--- src/rtl/rot_xor_pkg.sv ---
package rot_xor_pkg;

  // 0-based arbiter position feeding tap t of output bit j
  function automatic int unsigned tap_pos(input int unsigned j,
                                          input int unsigned t,
                                          input int unsigned shift,
                                          input int unsigned n_arb);
    return (j + t + shift + 1) % n_arb;
  endfunction

endpackage

--- src/rtl/rot_xor_lane.sv ---
module rot_xor_lane #(
  parameter int unsigned NUM_ARB = 8,
  parameter int unsigned WIN     = 3,
  parameter int unsigned SHIFT   = 2,
  parameter int unsigned LANE    = 0
) (
  input  logic [NUM_ARB-1:0] arb_i,
  output logic               bit_o
);
  import rot_xor_pkg::*;

  logic [WIN-1:0] taps;

  for (genvar t = 0; t < WIN; t++) begin : g_tap
    localparam int unsigned POS = tap_pos(LANE, t, SHIFT, NUM_ARB);
    assign taps[t] = arb_i[POS];
  end

  assign bit_o = ^taps;

endmodule

--- src/rtl/rot_xor_stage.sv ---
module rot_xor_stage #(
  parameter int unsigned WIDTH = 8
) (
  input  logic             clk_i,
  input  logic             rst_ni,
  input  logic             vld_i,
  input  logic [WIDTH-1:0] d_i,
  output logic             vld_o,
  output logic [WIDTH-1:0] q_o
);

  always_ff @(posedge clk_i or negedge rst_ni) begin
    if (!rst_ni) begin
      vld_o <= 1'b0;
      q_o   <= '0;
    end else begin
      vld_o <= vld_i;
      if (vld_i) q_o <= d_i;
    end
  end

endmodule

--- src/rtl/rot_xor_net.sv ---
module rot_xor_net #(
  parameter int unsigned NUM_ARB = 8,
  parameter int unsigned NUM_OUT = 8,
  parameter int unsigned WIN     = 3,
  parameter int unsigned SHIFT   = 2
) (
  input  logic               clk_i,
  input  logic               rst_ni,
  input  logic               valid_i,
  input  logic [NUM_ARB-1:0] arb_i,
  output logic               valid_o,
  output logic [NUM_OUT-1:0] resp_o
);

  if (WIN < 1 || WIN > NUM_ARB) begin : g_bad_win
    $error("rot_xor_net: WIN must lie in 1..NUM_ARB");
  end

  logic [NUM_OUT-1:0] par;

  for (genvar j = 0; j < NUM_OUT; j++) begin : g_lane
    rot_xor_lane #(
      .NUM_ARB(NUM_ARB),
      .WIN    (WIN),
      .SHIFT  (SHIFT),
      .LANE   (j)
    ) u_lane (
      .arb_i(arb_i),
      .bit_o(par[j])
    );
  end

  rot_xor_stage #(
    .WIDTH(NUM_OUT)
  ) u_stage (
    .clk_i (clk_i),
    .rst_ni(rst_ni),
    .vld_i (valid_i),
    .d_i   (par),
    .vld_o (valid_o),
    .q_o   (resp_o)
  );

endmodule

--- config.mk ---
export PLATFORM = sky130hd
export DESIGN_NAME = rot_xor_net
export DESIGN_NICKNAME = d
export VERILOG_FILES = /design/src/rtl/rot_xor_pkg.sv /design/src/rtl/rot_xor_lane.sv /design/src/rtl/rot_xor_stage.sv /design/src/rtl/rot_xor_net.sv
export SDC_FILE = /design/constraint.sdc
export NUM_CORES = 1
export LEC_CHECK = 0
export BUFFER_PORTS_ARGS = -buffer_cell sky130_fd_sc_hd__buf_2
export CAP_MARGIN = 20
export CELL_PAD_IN_SITES_DETAIL_PLACEMENT = 0
export CELL_PAD_IN_SITES_GLOBAL_PLACEMENT = 1
export CORE_MARGIN = 1
export CORE_UTILIZATION = 30
export DETAILED_ROUTE_END_ITERATION = 10
export HOLD_SLACK_MARGIN = 0.05
export PLACE_DENSITY = 0.66
export SYNTH_ARGS = -nofsm -noshare
export SYNTH_HDL_FRONTEND = slang
export SYNTH_SLANG_ARGS = --single-unit
--- constraint.sdc ---
create_clock -name clk_i -period 1.7 [get_ports clk_i]
set_input_delay 0.17 -clock clk_i [delete_from_list [all_inputs] [get_ports clk_i]]
set_output_delay 0.17 -clock clk_i [all_outputs]
set_load 0.02 [all_outputs]
# Word level (Yosys, flattened, before mapping)
# Cells that the tools add are included.
word_totals:
  in_bits: 11
  output_inout_bits: 9
  word_cells: 10
  reg_bits: 9
op_classes:
  reduce_logical: 8
ops:
  columns: ["operator", "n"]
  rows:
  - ["3-bit parity", 8]

# Longest topological paths before layout
# Gate-level depths: netlist of run 1.
depth:
  word_depth: 1
  depth_mapped: 2
  mapped_depth_nobuf: 2

# By module
# From an unflattened synthesis of run 1, not the netlist that was laid out.
unflattened:
  hier_cells: 26
  hier_area_um2: 546.8
by_module_without_submodules:
  columns: ["mod", "seq_area_each_um2", "instances", "area_per_inst_um2", "cells_each"]
  rows:
  - ["rot_xor_stage", 225.2, 1, 356.6, 18]
  - ["rot_xor_lane", 0.0, 8, 23.8, 1]

# Worst setup path after synthesis of run 1
# OpenSTA, ideal clock, no wires.
synth_timing:
  path_kind: "input port to flip-flop"
  startpoint: "input port valid_i"
  endpoint: "register u_stage.q_o[0]"
  setup_slack_ns: 0.764
  n_path_buf: 1
  path_stages: 2
  t_required_ns: 1.575
  arrival_ns: 0.811
  setup_ns: 0.125
  path_cell_list: "clkbuf_1 -> mux2_2"
synth_lines:
  columns: ["item", "line_no", "text"]
  rows:
  - ["from (decl)", "rot_xor_net.sv:9", "input logic valid_i,"]
  - ["to (signal assigned)", "rot_xor_stage.sv:18", "if (vld_i) q_o <= d_i;"]
  - ["to (decl)", "rot_xor_stage.sv:9", "output logic [WIDTH-1:0] q_o"]
# No word-level cell between the ends.

# Worst setup path after layout of run 1
layout_timing:
  startpoint: "register u_stage.q_o[2]"
  endpoint: "output port resp_o[2]"
layout_lines:
  columns: ["item", "line_no", "text"]
  rows:
  - ["to (decl)", "rot_xor_net.sv:12", "output logic [NUM_OUT-1:0] resp_o"]
# No word-level cell between the ends.

==> results.cfg, run 1 <==
[global_routing]
overflow = 0
grt_usage_pct = 11.28
grt_pass1_vias = 324
grt_max_degree = 10
grt_pass1_wl_um = 1462
antenna_found_initial = 0

[die]
initial_core_util_pct = 32.91
core_area_um2 = 1559
pin_count = 20
die_w_um = 43.35
die_h_um = 43.35
num_rows = 14
dieArea_um2 = 1879

[job]
drv_cap = 0

[power_and_ir_drop]
vdd_ir_drop_max_uv = 365.1
leakage_nw = 0.3568
p_comb_share_pct = 33.7
powerDensity_nw_per_um2 = 985.2
sw_frac_of_total_pct = 29.35
clockPowerShare_pct = 24.5
power.switching_w = 0.0001911
seqPwrFrac_pct = 41.8
p_int_w = 0.0004598

[yosys]
yosys.cell_types.count = 5
yosysSeqAreaShare_pct = 43.90
syn-cell-area_um2 = 513.0
synth_top_family_by_area = XOR/XNOR gates
syn_area_per_cell_um2 = 19.73
synthCells = 26
synth_fa_ha_area_share_pct = 0
ys_seq_elements = 9
synth_xor_area_share_pct = 37.07
synth.top_cell.area_share_pct = 43.90
yosys.area_share.simple_pct = 0
synthMuxAreaShare_pct = 18.29
synth_top_cell_by_area = dfrtp_1
synth-compound-area-share_pct = 0
syn-num-nets = 37
netlist_top_cells_area = dfrtp_1 44%, xor3_1 37%, mux2_2 15%, mux2_4 2.9%, clkbuf_1 0.73%
yosys_warnings = 0

[timing]
post-route-period-util_pct = 57.21
fin_tns_setup_ns = 0
fin_skew_ns = 0
worst_slew_pin_slew_ns = 0.2039
max_freq_mhz = 1028
min_period_ns = 0.9725
slew_violations = 0
rsz0062_at_grt = false
hold_violations = 0
setup_viol = 0
slew_headroom_pct = 86.41

[clock_tree]
clockBufferDepth = 2
htreeDepth = 1
cts_root_buf = clkbuf_4
clk_pin_slew_ns = 0.06
cts_sinks = 9
cts_buffers = 3
cts_tree = yes
clk_latency_ns = 0.25
post_cts_buffers = 0

[worst_setup_path]
critical_path.max_fanout = 2
cp.arrival_ns = 0.80
setup.worst_path.end_class = output pin
critPathSlowestCell = dfrtp_1
r2r_start = u_stage.q_o[2]
startpoint_type = flip-flop
path_cells = buf_2
cp.required_ns = 1.53
cp-startpoint = u_stage.q_o[2]
slowest_delay_ns = 0.39
critPathKind = reg2out
ff2ff_setup_slack_ns = 0.93
path_delay_family = flip-flops
cp_num_buf_inv = 1

[drt]
first_pass_iters = 6
wirelength_um = 856
drc_errors = 2
vias_per_cell = 4.646
wl_per_cell_um = 13.17
first_iter_violations = 2
vias = 302
ant_nets = 0

[cells_and_area]
nFillCells = 151
seq_area_um2 = 225.2
multi_input_area_um2 = 284.0
n_antenna_cell = 0
syn_to_final_growth_pct = 28.78
final_util_pct = 42.38
final_nets = 61
layout-drive-gt1-share_pct = 61.22

[worst_hold_path]
worstHoldPathType = in2reg
holdCritStartpoint = valid_i

[placed_design]
finalWeightedCongestion = 0.6638
place.port_buffers = 19

[outcome]
violations = design-rule violations
status = finished with violations
## power by group through the flow
stage	Combinational (W)	Clock (W)	Sequential [W]
2_1_floorplan	0.0000928	0	0.000326
3_3_place_gp	0.000216	0	0.000273
3_5_place_dp	0.000220	0	0.000275
4_1_cts	0.000224	0.000169	0.000272
5_1_grt	0.000236	0.000189	0.000276
6_report	0.000219	0.000159	0.000272
## placed cells by master, fill, tap and decap left out
master	synthesis	routed
mux2_2	7	7
mux2_4	1	1
xor3_1	8	8
dlygate4sd3_1	0	1
clkbuf_1	1	1
dfrtp_1	9	9
clkbuf_4	0	3
buf_2	0	19
## path summary, 6_finish.rpt
path | end | cells past startpoint
worst max register to register | u_stage.q_o[2] | 1
max in group asynchronous | u_stage.q_o[6] | 2
worst max-delay path | resp_o[2] | 1
worst min-delay path | u_stage.vld_o | 1
min in group asynchronous | u_stage.q_o[2] | 2
worst min register to register | u_stage.q_o[5] | 1
## sequential cells by signal, summed over array words and instances, names as in the netlist
signal         cells
u_stage.q_o        8
u_stage.vld_o      1
## metrics by stage
step / area (um^2) / std cells / total power (W) / hold WS [ns] / worst slack (ns)
2_1_floorplan: 513.0 / 26 / 0.0004187 / -0.1256 / 0.7645
3_3_place_gp: 624.3 / 60 / 0.0004895 / 0.02411 / 0.6102
3_5_place_dp: 624.3 / 60 / 0.0004952 / 0.03317 / 0.6061
4_1_cts: 660.6 / 65 / 0.0006649 / 0.1486 / 0.7122
5_1_grt: 660.6 / 65 / 0.0007011 / 0.1376 / 0.6779
6_report: 660.6 / 65 / 0.0006509 / 0.1544 / 0.7275
## layout make-up
class,instances,area share (%)
clock buffers,4,3.977
multi-input cells,16,42.99
flip-flops and latches,9,34.09
well taps,16,3.030
repair buffers,20,15.91
## what timing repair did
item	CTS	global route
gates resized for setup	0	0
hold buffers	1	0
endpoints found under the hold margin	9	0
## routing by layer
layer	part of all wire (%)	vias to the layer above	GRT usage (%)
met3	4.8	0	2.500
met5	0	-	0
met4	0	0	7.500
li1	-	140	-
met2	52	10	17.27
met1	43	152	14.40
## cells by family (layout without fill, tap and decap cells)
| logic type | count (synthesis) | in the layout |
|---|---|---|
| xor gates and xnor gates | 8 | 8 |
| DFF | 9 | 9 |
| muxes | 8 | 8 |
| buffers and inverters | 1 | 24 |
## cell usage after synthesis
cell type  count
mux2_4         1
mux2_2         7
xor3_1         8
clkbuf_1       1
dfrtp_1        9
No activity file was read; power rests on OpenSTA's default activity.
==> run 2: changes to the inputs <==
--- a/config.mk
+++ b/config.mk
@@ -5,6 +5,7 @@
 export SDC_FILE = /design/constraint.sdc
 export NUM_CORES = 1
 export LEC_CHECK = 0
+export ABC_AREA = 1
 export BUFFER_PORTS_ARGS = -buffer_cell sky130_fd_sc_hd__buf_2
 export CAP_MARGIN = 20
 export CELL_PAD_IN_SITES_DETAIL_PLACEMENT = 0
@@ -13,7 +14,7 @@
 export CORE_UTILIZATION = 30
 export DETAILED_ROUTE_END_ITERATION = 10
 export HOLD_SLACK_MARGIN = 0.05
-export PLACE_DENSITY = 0.66
+export PLACE_DENSITY = 0.76
 export SYNTH_ARGS = -nofsm -noshare
 export SYNTH_HDL_FRONTEND = slang
 export SYNTH_SLANG_ARGS = --single-unit
==> constraint.sdc (replaced) <==
create_clock -name clk_i -period 0.9 [get_ports clk_i]
set_input_delay 0.09 -clock clk_i [delete_from_list [all_inputs] [get_ports clk_i]]
set_output_delay 0.09 -clock clk_i [all_outputs]
set_load 0.02 [all_outputs]
==> run 2 against run 1 <==
Compared with the run above:
- the flow now finishes without violations
- area after synthesis increased by 0.73%
- clock power grew 100%
- via count grew 96%
- sequential share of layout area down 4.4 points
- combinational power is 73% higher
- design area is 15% higher
- clock-buffer cell count did not move
- critical path depth unchanged
- critical path type unchanged
==> results.cfg, run 2 <==
[outcome]
status = complete, no violations

[yosys]
netlist_top_cells_area = dfrtp_1 44%, nand3_1 23%, nand2_1 20%, inv_2 6.5%, nand2_2 4.8%
synth_edf_count = 0
synthTopCellsByCount = 28 x nand2_1, 24 x nand3_1, 9 x dfrtp_1, 9 x inv_2, 4 x nand2_2
syn_area_per_cell_um2 = 6.890
synthCells = 75
syn-num-nets = 86
synth_ff_type = dfrtp_1
yosysSeqAreaShare_pct = 43.58
yosys_warnings = 0
yosys.cell_types.count = 6
synth_top_cell_by_area = dfrtp_1
syn-cell-area_um2 = 516.7
ys_seq_elements = 9
synthArstFlopShare_pct = 100.0
synth.top_cell.area_share_pct = 43.58
synth.most_common_cell = nand2_1

[timing]
fin_skew_ns = 0
max_freq_mhz = 1129
setup_viol = 0
finalWorstSetupSlack_ns = 0.01388
slew_violations = 0
slew_headroom_pct = 86.08
post-route-period-util_pct = 98.46
fin_tns_setup_ns = 0
hold_violations = 0
worst_slew_pin_slew_ns = 0.2088
min_period_ns = 0.8861
rsz0062_at_grt = true

[cells_and_area]
reg_top3 = u_stage.q_o (8), u_stage.vld_o (1)
final_util_pct = 48.64
final_common_cell = nand2_1
layout-drive-gt1-share_pct = 38.46
n_antenna_cell = 0
final_cell_mix = 28 x nand2_1, 24 x nand3_1, 11 x buf_2, 9 x inv_2, 9 x dfrtp_1
nFillCells = 166
syn_to_final_growth_pct = 46.73
top_register = u_stage.q_o
largest_reg_flops = 8
final_nets = 116

[worst_setup_path]
cp.arrival_ns = 0.80
critPathSlowestCell = dfrtp_1
setup.worst_path.end_class = output pin
path_cells = buf_6
critical_path.max_fanout = 2
critPathKind = reg2out
slowest_delay_ns = 0.39
startpoint_type = flip-flop
path_delay_family = flip-flops
cp.required_ns = 0.81
cp_num_buf_inv = 1

[global_routing]
grt_pass1_wl_um = 2387
antenna_found_initial = 0
overflow = 0
grt_usage_pct = 17.58
grt_pass1_vias = 557
grt_max_degree = 11

[die]
core_area_um2 = 1559
initial_core_util_pct = 33.15
die_h_um = 43.50
num_rows = 14
dieArea_um2 = 1892
die_w_um = 43.50
pin_count = 20

[drt]
first_pass_iters = 4
ant_nets = 0
vias = 592
first_iter_violations = 15
drc_errors = 0
vias_per_cell = 4.933
wirelength_um = 1381
wl_per_cell_um = 11.51

[clock_tree]
cts_tree = yes
cts_buffers = 3
cts_root_buf = clkbuf_4
htreeDepth = 1
clockBufferDepth = 2
clk_pin_slew_ns = 0.07
cts_sinks = 9
clk_latency_ns = 0.26

[power_and_ir_drop]
vdd_ir_drop_max_uv = 800.5
leakage_nw = 0.4249
powerDensity_nw_per_um2 = 1551

[placed_design]
finalWeightedCongestion = 0.7784
hpwlAfterDp_um = 1028
dpl_worst_slack_ns = 0.2190
place.port_buffers = 19

[worst_hold_path]
worstHoldPathType = in2reg

[job]
drv_cap = 0
[run 2: cell types whose count changed after synthesis, sizes merged]
| cell | before | now |
|---|---|---|
| inv | 0 | 9 |
| clkbuf | 1 | 0 |
| buf | 0 | 1 |
| nand3 | 0 | 24 |
| nand2 | 0 | 32 |
| xor3 | 8 | 0 |
| mux2 | 8 | 0 |
[run 2: per-layer routing]
| metal | routed length (um) | vias to the layer above | global-route usage [%] |
|---|---|---|---|
| li1 | - | 298 | - |
| met2 | 666 | 20 | 27.88 |
| met5 | 0 | - | 0 |
| met4 | 30 | 0 | 9.375 |
| met1 | 615 | 270 | 21.35 |
| met3 | 69 | 4 | 5.417 |
[run 2: layout make-up]
cell class                      instances  area (um^2)  area share, %
Multi-Input combinational cell         56        250.2          33.00
Sequential cell                         9        225.2          29.70
Timing Repair Buffer                   26        202.7          26.73
Inverter                                9        33.78          4.455
Clock buffer                            4        26.28          3.465
Tap cell                               16        20.02          2.640
[run 2: worst paths after layout]
path                           startpoint        endpoint  slack, ns  cells after the start
setup / recovery           u_stage.q_o[1]       resp_o[1]       0.01                      1
hold / removal                    valid_i  u_stage.q_o[7]       0.17                      3
setup reg to reg           u_stage.q_o[0]  u_stage.q_o[0]       0.16                      3
hold reg to reg            u_stage.q_o[5]  u_stage.q_o[5]       0.50                      2
max in group asynchronous          rst_ni  u_stage.q_o[6]       0.51                      2
min in group asynchronous          rst_ni   u_stage.vld_o       0.20                      2
[run 2: power breakdown]
| group | leakage, nW | switching [W] | internal, W | total (W) |
|---|---|---|---|---|
| logic | 0.301 | 0.000196 | 0.000182 | 0.000378 |
| clock network | 0.0150 | 0.000147 | 0.000171 | 0.000318 |
| registers | 0.109 | 0.0000301 | 0.000450 | 0.000480 |
[run 2: cells by family (layout without fill, tap and decap cells)]
logic type / Yosys count / after routing / share of synthesized area (%)
simple gates: 56 / 56 / 48.43
flops: 9 / 9 / 43.58
buf+inv: 10 / 39 / 7.990
[run 2: stage by stage]
stage          cells  hold WS (ns)  area, um^2  total power, W
2_1_floorplan     75       -0.2056       516.7       0.0006522
3_3_place_gp     109      -0.04859       624.3       0.0007600
3_5_place_dp     109      -0.03676       624.3       0.0007633
4_1_cts          116        0.1681       690.7        0.001119
5_1_grt          120        0.1850       758.2        0.001263
6_report         120        0.1717       758.2        0.001176
[run 2: what timing repair did]
item / CTS / global route
hold buffers: 2 / 0
setup buffers: 1 / 4
endpoints found under the setup margin: 2 / 8
resized for setup: 4 / 12
endpoints found under the hold margin: 10 / 0
==> run 3: changes to the inputs <==
==> constraint.sdc (replaced) <==
create_clock -name clk_i -period 0.9 [get_ports clk_i]
set_input_delay 0.18 -clock clk_i [delete_from_list [all_inputs] [get_ports clk_i]]
set_output_delay 0.18 -clock clk_i [all_outputs]
set_load 0.02 [all_outputs]
==> run 3 against run 2 <==
Compared with the run above:
- combinational power is 4% higher
- maximum frequency is 9.2% lower
- final cell count up 0.83%
- worst setup slack worse by 0.090 ns
- first-iteration DRC count is 6.7% lower
- clock skew is the same
- largest cell class unchanged
- the run now ends with negative setup slack left
- sequential share of layout area shrank 0.43 points
- hold slack worse by 0.030 ns
- non-clock buffer count grew 1
- total power rose by 1.5%
- global-route usage increased by 0.78 points
==> results.cfg, run 3 (synthesis results as in run 2) <==
[drt]
ant_nets = 0
drc_errors = 0
wirelength_um = 1409
vias = 604
vias_per_cell = 4.992
first_pass_iters = 4
wl_per_cell_um = 11.64
first_iter_violations = 14

[timing]
post-route-period-util_pct = 108.4
max_freq_mhz = 1025
min_period_ns = 0.9759
holdWs_ns = 0.1417
hold_violations = 0
slew_headroom_pct = 85.99
worst_slew_pin_slew_ns = 0.2101
slew_violations = 0
fin_skew_ns = 0
fin_tns_setup_ns = -0.5712
rsz0062_at_grt = true
finalWorstSetupSlack_ns = -0.07586
setup_viol = 9

[cells_and_area]
nFillCells = 159
final_common_cell = nand2_1
largest_reg_flops = 8
finish.instance_area_um2 = 769.5
finalNonFillerCells = 121
reg_top3 = u_stage.q_o (8), u_stage.vld_o (1)
top_register = u_stage.q_o
final_cell_mix = 28 x nand2_1, 24 x nand3_1, 10 x buf_2
layout-drive-gt1-share_pct = 40.00
n_antenna_cell = 0
final_nets = 117
syn_to_final_growth_pct = 48.91

[clock_tree]
cts_buffers = 3
clockBufferDepth = 2
htreeDepth = 1
cts_root_buf = clkbuf_4
clk_pin_slew_ns = 0.07
clk_latency_ns = 0.27
cts_sinks = 9
cts_tree = yes

[global_routing]
grt_usage_pct = 18.36
overflow = 0
grt_max_degree = 11
antenna_found_initial = 0
grt_pass1_vias = 587
grt_pass1_wl_um = 2497

[worst_setup_path]
cp.arrival_ns = 0.80
path_cells = buf_6
cp_num_buf_inv = 1
critPathKind = reg2out
startpoint_type = flip-flop
slowest_delay_ns = 0.39
setup.worst_path.end_class = output pin
ff2ff_setup_slack_ns = 0.04
critPathSlowestCell = dfrtp_1
cp.required_ns = 0.72
reg2regPathDepth = 4
r2r_start = u_stage.q_o[4]
path_delay_family = flip-flops
regToRegEndpoint = u_stage.q_o[4]
critical_path.max_fanout = 2
cp-startpoint = u_stage.q_o[1]

[placed_design]
place.port_buffers = 19
dpl_worst_slack_ns = 0.1290
dpl-instance-area_um2 = 624.3
hpwlAfterDp_um = 1028
finalWeightedCongestion = 0.7784
placed_cells_incl_taps = 109

[worst_hold_path]
worstHoldPathType = in2reg
whs_path_depth = 1
holdCritStartpoint = valid_i
min_to = u_stage.vld_o

[die]
pin_count = 20
num_rows = 14
initial_core_util_pct = 33.15
dieArea_um2 = 1892
die_h_um = 43.50
die_w_um = 43.50
core_area_um2 = 1559

[power_and_ir_drop]
vdd_ir_drop_max_uv = 802.5
leakage_nw = 0.4327
powerDensity_nw_per_um2 = 1550

[job]
drv_cap = 0

[outcome]
status = finished with violations
violations = negative setup slack
==> run 3: cell types whose count changed in the layout (fill, tap and decap cells not counted), sizes merged <==
cell / change
buf: +2
dlygate4sd3: -1
==> run 3: cell type report <==
cell class              instances  area, um^2  area share [%]
clock buffers                   4       26.28           3.415
repair buffers                 27       214.0           27.80
flip-flops and latches          9       225.2           29.27
multi-input cells              56       250.2           32.52
inverters                       9       33.78           4.390
well taps                      16       20.02           2.602
==> run 3: metal layers <==
metal / share of wire [%] / global-route usage [%] / vias up
met2: 51 / 30.00 / 13
met5: 0 / 0 / -
met1: 44 / 21.88 / 286
li1: - / - / 301
met4: 2.1 / 9.375 / 0
met3: 3.6 / 5.417 / 4
==> run 3: power breakdown <==
part / internal (W) / switching, W
clock: 0.000171 / 0.000147
combinational: 0.000194 / 0.000199
sequential: 0.000450 / 0.0000311
==> run 3: timing repair <==
action                                  CTS  global route
pin swaps                                 0             0
gates resized for setup                  18             0
endpoints found under the setup margin    9             9
setup buffers                             4             3
hold buffers                              1             0
endpoints found under the hold margin     9             0
==> run 3: through the flow <==
step / util [%] / total power [W]
after floorplan: - / 0.0006522
after global placement: 40.05 / 0.0007600
after detailed placement: 40.05 / 0.0007633
after CTS: 47.91 / 0.001185
after global routing: 49.36 / 0.001284
final: 49.36 / 0.001193
==> run 3: worst max-delay path by stage <==
stage,end,slack (ns),depth (start not counted)
finish,resp_o[1],-0.08,1
global route,resp_o[6],-0.11,1
CTS,resp_o[7],-0.09,1
detailed placement,u_stage.q_o[6],0.13,6
global placement,u_stage.q_o[6],0.14,6
floorplan,u_stage.q_o[0],0.22,2
